--- config.mk ---
export PLATFORM = sky130hd
export DESIGN_NAME = zero_turn_sram
export DESIGN_NICKNAME = d
export VERILOG_FILES = /design/src/rtl/sram_pkg.sv /design/src/rtl/burst_seq.sv /design/src/rtl/sram_array.sv /design/src/rtl/lane_merge.sv /design/src/rtl/zero_turn_sram.sv
export SDC_FILE = /design/constraint.sdc
export NUM_CORES = 2
export LEC_CHECK = 0
export ABC_CLOCK_PERIOD_IN_PS = 6190
export BUFFER_PORTS_ARGS = -buffer_cell sky130_fd_sc_hd__buf_2
export CAP_MARGIN = 20
export CORE_MARGIN = 5
export CORE_UTILIZATION = 38
export DETAILED_ROUTE_END_ITERATION = 10
export GPL_TIMING_DRIVEN = 0
export SETUP_SLACK_MARGIN = 0.2
export SLEW_MARGIN = 20
export SYNTH_ARGS = -nofsm -noshare
export SYNTH_HDL_FRONTEND = slang
export SYNTH_SLANG_ARGS = --single-unit
--- constraint.sdc ---
create_clock -name clk -period 6.19 [get_ports clk]
set_clock_uncertainty 0.05 [all_clocks]
set_input_delay 0.619 -clock clk [delete_from_list [all_inputs] [get_ports clk]]
set_output_delay 0.619 -clock clk [all_outputs]
set_load 0.05 [all_outputs]
--- src/rtl/sram_pkg.sv ---
package sram_pkg;
  typedef enum logic [1:0] {
    OP_NONE  = 2'd0,
    OP_READ  = 2'd1,
    OP_WRITE = 2'd2
  } op_e;
endpackage

--- src/rtl/burst_seq.sv ---
module burst_seq #(
  parameter int BURST_W = 2
) (
  input  logic               clk,
  input  logic               rst_n,
  input  logic               step_en,
  input  logic               load,
  input  logic [BURST_W-1:0] start,
  input  logic               xor_mode,
  output logic [BURST_W-1:0] cur
);
  logic [BURST_W-1:0] base_q, base_d;
  logic [BURST_W-1:0] step_q, step_d;
  logic [BURST_W-1:0] step_nx;

  always_comb begin
    step_nx = step_q + BURST_W'(1);
    if (load) begin
      cur = start;
    end else if (xor_mode) begin
      cur = base_q ^ step_nx;
    end else begin
      cur = base_q + step_nx;
    end
  end

  always_comb begin
    base_d = base_q;
    step_d = step_q;
    if (step_en) begin
      if (load) begin
        base_d = start;
        step_d = '0;
      end else begin
        step_d = step_nx;
      end
    end
  end

  always_ff @(posedge clk or negedge rst_n) begin
    if (!rst_n) begin
      base_q <= '0;
      step_q <= '0;
    end else begin
      base_q <= base_d;
      step_q <= step_d;
    end
  end
endmodule

--- src/rtl/sram_array.sv ---
module sram_array #(
  parameter int ADDR_W = 6,
  parameter int LANES  = 4,
  parameter int LANE_W = 9
) (
  input  logic                    clk,
  input  logic                    wr_en,
  input  logic [ADDR_W-1:0]       wr_addr,
  input  logic [LANES-1:0]        lane_we,
  input  logic [LANES*LANE_W-1:0] wr_data,
  input  logic [ADDR_W-1:0]       rd_addr,
  output logic [LANES*LANE_W-1:0] rd_data
);
  localparam int DEPTH = 1 << ADDR_W;

  for (genvar g = 0; g < LANES; g++) begin : g_lane
    logic [LANE_W-1:0] cells [DEPTH];

    always_ff @(posedge clk) begin
      if (wr_en && lane_we[g]) begin
        cells[wr_addr] <= wr_data[g*LANE_W +: LANE_W];
      end
    end

    assign rd_data[g*LANE_W +: LANE_W] = cells[rd_addr];
  end
endmodule

--- src/rtl/lane_merge.sv ---
module lane_merge #(
  parameter int LANES  = 4,
  parameter int LANE_W = 9
) (
  input  logic                    hit,
  input  logic [LANES-1:0]        lane_we,
  input  logic [LANES*LANE_W-1:0] stored,
  input  logic [LANES*LANE_W-1:0] incoming,
  output logic [LANES*LANE_W-1:0] merged
);
  for (genvar g = 0; g < LANES; g++) begin : g_mux
    assign merged[g*LANE_W +: LANE_W] = (hit && lane_we[g]) ?
      incoming[g*LANE_W +: LANE_W] : stored[g*LANE_W +: LANE_W];
  end
endmodule

--- src/rtl/zero_turn_sram.sv ---
module zero_turn_sram
  import sram_pkg::*;
#(
  parameter int ADDR_W  = 6,
  parameter int LANES   = 4,
  parameter int LANE_W  = 9,
  parameter int BURST_W = 2
) (
  input  logic                    clk,
  input  logic                    rst_n,
  input  logic                    freeze,
  input  logic                    doze,
  input  logic                    new_op_n,
  input  logic                    cs0_n,
  input  logic                    cs1,
  input  logic                    cs2_n,
  input  logic                    write_n,
  input  logic [LANES-1:0]        lane_we_n,
  input  logic [ADDR_W-1:0]       addr,
  input  logic                    order_xor,
  input  logic                    out_en_n,
  input  logic [LANES*LANE_W-1:0] din,
  output logic [LANES*LANE_W-1:0] dout,
  output logic                    dout_en
);
  localparam int DATA_W = LANES * LANE_W;
  localparam int UP_W   = ADDR_W - BURST_W;

  // reset: asserted asynchronously, released on the clock
  logic [1:0] rst_pipe;
  logic       rst_sync_n;

  always_ff @(posedge clk or negedge rst_n) begin
    if (!rst_n) rst_pipe <= '0;
    else        rst_pipe <= {rst_pipe[0], 1'b1};
  end
  assign rst_sync_n = rst_pipe[1];

  // doze tail: two further edges ignored after doze falls
  logic snz_q1, snz_q2, sleep, act;

  always_ff @(posedge clk or negedge rst_sync_n) begin
    if (!rst_sync_n) begin
      snz_q1 <= 1'b0;
      snz_q2 <= 1'b0;
    end else begin
      snz_q1 <= doze;
      snz_q2 <= snz_q1;
    end
  end

  assign sleep = doze | snz_q1 | snz_q2;
  assign act   = ~freeze & ~sleep;

  // command decode
  logic            sel, load;
  op_e             kind_q, kind_d, kind_n;
  logic [UP_W-1:0] upper_q, upper_d, upper_n;
  logic [BURST_W-1:0] lo;
  logic [ADDR_W-1:0]  acc_addr;

  assign sel  = ~cs0_n & cs1 & ~cs2_n;
  assign load = ~new_op_n;

  always_comb begin
    kind_d  = kind_q;
    upper_d = upper_q;
    if (load) begin
      upper_d = addr[ADDR_W-1:BURST_W];
      if (!sel)         kind_d = OP_NONE;
      else if (write_n) kind_d = OP_READ;
      else              kind_d = OP_WRITE;
    end
    kind_n  = act ? kind_d  : kind_q;
    upper_n = act ? upper_d : upper_q;
  end

  burst_seq #(.BURST_W(BURST_W)) u_burst (
    .clk      (clk),
    .rst_n    (rst_sync_n),
    .step_en  (act),
    .load     (load),
    .start    (addr[BURST_W-1:0]),
    .xor_mode (order_xor),
    .cur      (lo)
  );

  assign acc_addr = {upper_d, lo};

  // two-stage operation pipeline
  op_e               s1_kind_q, s1_kind_n, s2_kind_q, s2_kind_n;
  logic [ADDR_W-1:0] s1_addr_q, s1_addr_n, s2_addr_q, s2_addr_n;
  logic [LANES-1:0]  s1_we_q, s1_we_n, s2_we_q, s2_we_n;

  always_comb begin
    s1_kind_n = s1_kind_q;
    s1_addr_n = s1_addr_q;
    s1_we_n   = s1_we_q;
    s2_kind_n = s2_kind_q;
    s2_addr_n = s2_addr_q;
    s2_we_n   = s2_we_q;
    if (act) begin
      s1_kind_n = kind_d;
      s1_addr_n = acc_addr;
      s1_we_n   = ~lane_we_n;
      s2_kind_n = s1_kind_q;
      s2_addr_n = s1_addr_q;
      s2_we_n   = s1_we_q;
    end
  end

  // array, forwarding and read registers
  logic [DATA_W-1:0] arr_rd, merged;
  logic [DATA_W-1:0] rbuf_q, rbuf_n, q_data_q, q_data_n;
  logic              rbuf_vld_q, rbuf_vld_n, q_vld_q, q_vld_n;
  logic              arr_we, hit;

  assign arr_we = act && (s2_kind_q == OP_WRITE);
  assign hit    = (s2_kind_q == OP_WRITE) && (s2_addr_q == s1_addr_q);

  sram_array #(.ADDR_W(ADDR_W), .LANES(LANES), .LANE_W(LANE_W)) u_array (
    .clk     (clk),
    .wr_en   (arr_we),
    .wr_addr (s2_addr_q),
    .lane_we (s2_we_q),
    .wr_data (din),
    .rd_addr (s1_addr_q),
    .rd_data (arr_rd)
  );

  lane_merge #(.LANES(LANES), .LANE_W(LANE_W)) u_merge (
    .hit      (hit),
    .lane_we  (s2_we_q),
    .stored   (arr_rd),
    .incoming (din),
    .merged   (merged)
  );

  always_comb begin
    rbuf_n     = rbuf_q;
    rbuf_vld_n = rbuf_vld_q;
    q_data_n   = q_data_q;
    q_vld_n    = q_vld_q;
    if (act) begin
      rbuf_vld_n = (s1_kind_q == OP_READ);
      if (s1_kind_q == OP_READ) rbuf_n = merged;
      q_vld_n    = rbuf_vld_q;
      q_data_n   = rbuf_q;
    end
  end

  always_ff @(posedge clk or negedge rst_sync_n) begin
    if (!rst_sync_n) begin
      kind_q     <= OP_NONE;
      upper_q    <= '0;
      s1_kind_q  <= OP_NONE;
      s1_addr_q  <= '0;
      s1_we_q    <= '0;
      s2_kind_q  <= OP_NONE;
      s2_addr_q  <= '0;
      s2_we_q    <= '0;
      rbuf_q     <= '0;
      rbuf_vld_q <= 1'b0;
      q_data_q   <= '0;
      q_vld_q    <= 1'b0;
    end else begin
      kind_q     <= kind_n;
      upper_q    <= upper_n;
      s1_kind_q  <= s1_kind_n;
      s1_addr_q  <= s1_addr_n;
      s1_we_q    <= s1_we_n;
      s2_kind_q  <= s2_kind_n;
      s2_addr_q  <= s2_addr_n;
      s2_we_q    <= s2_we_n;
      rbuf_q     <= rbuf_n;
      rbuf_vld_q <= rbuf_vld_n;
      q_data_q   <= q_data_n;
      q_vld_q    <= q_vld_n;
    end
  end

  assign dout    = q_data_q;
  assign dout_en = q_vld_q & ~out_en_n & ~doze;
endmodule

After elaboration in Yosys (flattened, before gate mapping)
Memories as Yosys holds them, arrays and structs flattened. A register that Yosys moved wholly into a read port is not among the register bits.
Index checks and enable logic that the tools add are counted.
{"block": "op_classes", "n_addsub": 2, "n_eq_ne": 2, "mux": 15, "bitwise": 16, "reduce_logical": 11}
{"op": "2-to-1 mux 2 bit", "count": 6}
{"op": "2-to-1 mux 1 bit", "count": 8}
{"op": "NOT 1 bit", "count": 7}
{"op": "AND 1 bit", "count": 5}
{"op": "logical AND 1 bit", "count": 5}
{"op": "zero test 1 bit", "count": 4}
{"op": "2-to-1 mux 4 bit", "count": 1}
{"op": "NOT 4 bit", "count": 1}
{"op": "AND reduction 2 bit", "count": 2}
{"op": "adder 2 x 1 -> 2 bit (second input constant)", "count": 1}
{"op": "adder 2 bit", "count": 1}
{"op": "== test 2 x 1 -> 1 bit (second input constant)", "count": 1}
{"op": "== test 2 bit (second input constant)", "count": 1}
{"op": "OR 1 bit", "count": 2}
{"op": "XOR 2 bit", "count": 1}
{"block": "word_totals", "regBits": 74, "ram_bits": 2304, "input_bits": 57, "out_inout_bits": 37, "mem_count": 4}
{"memory": "u_array.g_lane[0].cells", "depth": 64, "word_bits": 9, "rd": 1, "rd_clocked_by_memory_dff": 1, "write_ports": 1, "line": "sram_array.sv:17", "rtl": "logic [LANE_W-1:0] cells [DEPTH];"}
{"memory": "u_array.g_lane[1].cells", "depth": 64, "word_bits": 9, "rd": 1, "rd_clocked_by_memory_dff": 1, "write_ports": 1, "line": "sram_array.sv:17"}
{"memory": "u_array.g_lane[2].cells", "depth": 64, "word_bits": 9, "rd": 1, "rd_clocked_by_memory_dff": 1, "write_ports": 1, "line": "sram_array.sv:17"}
{"memory": "u_array.g_lane[3].cells", "depth": 64, "word_bits": 9, "rd": 1, "rd_clocked_by_memory_dff": 1, "write_ports": 1, "line": "sram_array.sv:17"}

Depth between registers and ports, before layout
{"block": "depth", "depth_word": 8, "ltp_mapped": 11, "depth_no_buf": 7}

By module
From an unflattened synthesis, not the netlist that was laid out.
{"block": "hier_totals", "cells_unflattened": 4432, "area_unflattened_um2": 93006.7}
{"mod": "sram_array", "n_inst": 1, "cells_per_inst": 4030, "area_per_inst_um2": 88312.2, "seq_area_each_um2": 69186.4}
{"mod": "zero_turn_sram", "n_inst": 1, "cells_per_inst": 341, "area_per_inst_um2": 4017.6, "seq_area_each_um2": 2552.4}
{"mod": "lane_merge", "n_inst": 1, "cells_per_inst": 40, "area_per_inst_um2": 430.4, "seq_area_each_um2": 0.0}
{"mod": "burst_seq", "n_inst": 1, "cells_per_inst": 21, "area_per_inst_um2": 246.5, "seq_area_each_um2": 100.1}

Worst setup path before layout
OpenSTA, ideal clock, no wires.
{"block": "synth_path", "kind": "input to register", "startpoint": "in doze", "endpoint": "mem u_array.g_lane[2].cells[10][0] (enable)", "arrival_time_ns": 2.369, "path_slack_ns": 3.397, "cell_stages": 5, "n_path_buf": 2, "path_cell_list": "nor4_2 > nand3_1 > clkbuf_1 > buf_1 > nor2_1"}
{"block": "synth_between", "elab_chain_cells": 8}
{"element": "from (decl)", "line": "zero_turn_sram.sv:12", "rtl": "input logic doze,"}
{"element": "OR 1 bit (2 in a row)", "line": "zero_turn_sram.sv:52", "rtl": "assign sleep = doze | snz_q1 | snz_q2;"}
{"element": "NOT 1 bit", "line": "zero_turn_sram.sv:53", "rtl": "assign act = ~freeze & ~sleep;"}
{"element": "AND 1 bit", "line": "zero_turn_sram.sv:53"}
{"element": "logical AND 1 bit", "line": "zero_turn_sram.sv:118", "rtl": "assign arr_we = act && (s2_kind_q == OP_WRITE);"}
{"element": "logical AND 1 bit", "line": "sram_array.sv:20", "rtl": "if (wr_en && lane_we[g]) begin"}
{"element": "2-to-1 mux 1 bit", "line": "sram_array.sv:20"}
{"element": "2-to-1 mux 1 bit (not written as such)", "line": "sram_array.sv:21", "rtl": "cells[wr_addr] <= wr_data[g*LANE_W +: LANE_W];"}
{"element": "to (decl)", "line": "sram_array.sv:17"}
Every way passes these cells.

==> metrics <==
Slowest Stage Delay on Critical Path 1.06 ns; Net Sw Power 13.16 mW; CTS hold repair buffers 15; Clock Latency Late Sink 0.91 ns; fin crit period roughly 5.6 ns; CORE AREA 245700 µm²; GR Overflow Total 0; Worst slew margin a little under an eighth; Worst path slowest cell a2111oi_0; WHS 0.07203 ns; Pwr per Cell Area 392.8 nW/µm²; FILL cells 20900; PostCTS Resize Cnt 0; Die ar. 256500 µm²; sequential share of power 42.9%; Vias 53150; Yosys top cell area share between 70% and 80%; FF+latch area 71840 µm²; Top FF cell, synth edfxtp_1; Maximum Capacitance Violations 0; max-slew violations 0; Syn Nets 4739; Initial DRT Pass Iterations 6; vias in the first global route 50460; Data required, critical path around 6.9 ns; CP endpoint kind flop; hold depth 3; critical path class reg -> reg; CTS root buffer clkbuf_16; Yosys warnings 0; Setup violations, final 0; Post-Syn Instances 4681; CTS H-tree lvls 4; Peak supply drop 0.3434 mV; Total GRT Usage 27.13%; met3 wire length roughly 45000 µm; CP most frequent cell buf_2; Seq/Total Area, Yosys roughly 77%; CTS sink count 2410; # rows between 150 and 200; Die X ~510 µm; Worst EP arrival 6.25 ns; first-pass GRT wire length 463700 µm; Multi-input gate area 20810 µm²; Routed WL per cell 41.82 µm; WP buf/inv 4; CTS Buf Count about 230; ys async rst share between 4 and 5%; Synth cell types 78; nets roughly 5100; cell taking the most area after synthesis edfxtp_1; Post-CTS Setup Repair Bufs 0; uppermost layer routed met5; routed wire length 355900 µm; Hold WC Path Type in -> reg; DRC 0; EDFF count, synth 2304; Clk pwr share 34.3%; unrepaired setup endpoints after global routing false; post-route ant nets 0; Worst Hold End u_burst.step_q[0]; dpl hpwl 242700 µm; Final period util 89.74%; layout cell share with drive strength beyond 1 25.84%; clk buf depth 3; GPL Wtd Cong 1.032; Vias per Instance 6.245; TritonCTS clock tree yes; initial drt markers between 8000 and 9000; routed length on met2 153400 µm; initial antenna violation count 25; Routed met1 length 129100 µm; Avg Inst Size Synth 20.01 µm²; die height 506.4 µm; r2r startpoint s1_addr_q[1]; largest net degree at the start of global routing 66; part of the power in combinational logic 22.8%; r2r worst-path depth 9; sw frac 31.23%; Max FO, Critical Path 11; CP top delay family buffers and inverters; Ports 94; Max Clock Freq 180.0 MHz; Worst-path clk slew around 0.060 ns; crit path cell chain buf_2, buf_4, buf_2, nand2_1, clkbuf_1, o22ai_1, nor3_1, a2111oi_0, o21ai_0; internal reg-to-reg setup slack 0.63 ns; Final Hold Fails 0; Setup crit start kind flop; #FFs+latches synth 2410; Syn Std Cell Area 93650 µm²; Initial Util 38.11%; slew of the pin with the lowest slew margin 1.325 ns; setup TNS 0 ns; Area contributors post-synth edfxtp_1 74%, mux4_2 11%, mux2i_1 3.0%; Pleak 33.97 nW; layout overhead on the synthesized area 14.60%; outcome complete, no violations; Internal Power 28.99 mW; reg-to-reg endpoint rbuf_q[9]; IO Port Bufs 92; Hold Startpoint new_op_n
## per-layer routing
metal  global-route usage, %  vias to the layer above
met5                  0.6296                        -
met4                   18.03                       24
met3                   9.648                      872
met2                   38.99                     3982
met1                   34.67                    28340
li1                        -                    19940
## cells by family (layout without fill, tap and decap cells)
group	Yosys count	after routing	share of synthesized area (%)
muxes	798	798	14.90
adders and majority gates	1	1	0.01336
xor gates and xnor gates	9	9	0.08418
buffers and inverters	283	870	1.503
DFF	2410	2410	76.71
other	1	24	0.004004
and+or+nand+nor	775	775	3.581
AOI/OAI and AO/OA	404	404	3.204
## power by group through the flow
| stage | sequential [mW] | combinational (mW) | clock (mW) |
|---|---|---|---|
| floorplan | 18.5 | 4.42 | 0 |
| global placement | 18.5 | 8.96 | 0 |
| detailed placement | 18.4 | 9.17 | 0 |
| CTS | 18.1 | 9.20 | 14.5 |
| global route | 18.1 | 9.48 | 15.2 |
| finish | 18.1 | 9.60 | 14.5 |
## worst max-delay path by stage
stage	startpoint	to	slack [ns]	depth (start not counted)
after CTS	s1_addr_q[1]	rbuf_q[9]	1.07	9
after global routing	s1_addr_q[1]	rbuf_q[9]	1.12	9
final	s1_addr_q[1]	rbuf_q[9]	0.63	9
after floorplan	rst_pipe[1]	dout[0]	2.97	0
after global placement	upper_q[3]	rbuf_q[34]	-0.89	7
after detailed placement	s1_addr_q[1]	rbuf_q[9]	1.06	9
## synthesized netlist by cell type, drive strengths merged (5+ instances only)
cell type and instances:
o21ai 33, and3 10, a211o 18, nor3 23
dfrtp 106, mux2 49, buf 164, nor4 6
edfxtp 2304, or3 7, a22o 39, and3b 5
o211ai 7, a21oi 35, mux2i 277, clkbuf 111
o31ai 13, o22ai 53, inv 7, nor2b 13
and2 5, a221oi 11, nand2 327, nor2 275
nor3b 9, a211oi 14, mux4 472, a2111oi 8
nand4 20, a31oi 7, nand3 56, o221ai 13
nand2b 5, a22oi 119, xnor2 7
## worst register-to-register path, stage by stage (launching register included)
cell and delay [ns]:
dfrtp_1 0.32, buf_2 0.29, buf_4 0.34, buf_2 0.82, nand2_1 1.01, clkbuf_1 0.74, o22ai_1 0.37, nor3_1 0.17
a2111oi_0 1.06, o21ai_0 0.22
## area by class of cell
cell class | count | area share [%]
inverter | 8 | 0.02798
buffer | 275 | 1.356
clock buffer | 293 | 5.815
tap | 3220 | 3.754
timing repair buffer | 150 | 1.314
sequential | 2410 | 66.94
antenna | 23 | 0.05363
multi-input combinational | 1988 | 19.39
clock inverter | 144 | 1.353
## registers in the layout, indices dropped and copies added (netlist names), 2 cells and up
| register | count |
|---|---|
| s1_we_q | 4 |
| u_burst.step_q | 2 |
| s2_we_q | 4 |
| u_array.g_lane.cells | 2304 |
| s1_kind_q | 2 |
| s2_addr_q | 6 |
| dout | 36 |
| rst_pipe | 2 |
| s2_kind_q | 2 |
| s1_addr_q | 2 |
| u_burst.base_q | 2 |
| upper_q | 4 |
| rbuf_q | 36 |
## cell usage in the layout, fill, tap and decap left out, types with 23 or more instances in the layout
cell,netlist,routed
edfxtp_1,2304,2304
mux4_2,472,472
nand2_1,327,327
mux2i_1,277,277
clkbuf_16,0,237
buf_2,83,159
nor2_2,1,149
nor2_1,274,126
a22oi_1,119,119
clkbuf_1,110,107
dfrtp_1,106,105
buf_4,32,73
nand3_1,56,56
clkinv_1,1,54
o22ai_1,53,53
clkbuf_2,1,50
mux2_2,49,49
clkinv_2,0,45
a22o_1,39,39
a21oi_1,35,35
o21ai_0,27,27
diode_2,0,23
## stage by stage
stage	setup slack (ns)	util, %	std cells	total power [mW]	instance area [µm²]
after global placement	-0.8893	39.94	7993	27.41	98140
final	0.6349	43.68	8511	42.16	107300
after floorplan	2.969	-	4681	22.95	93650
after detailed placement	1.055	40.39	8032	27.62	99240
after global routing	1.116	43.66	8489	42.75	107300
after CTS	1.068	43.58	8484	41.79	107100
Power figures use the tool's default switching activity.
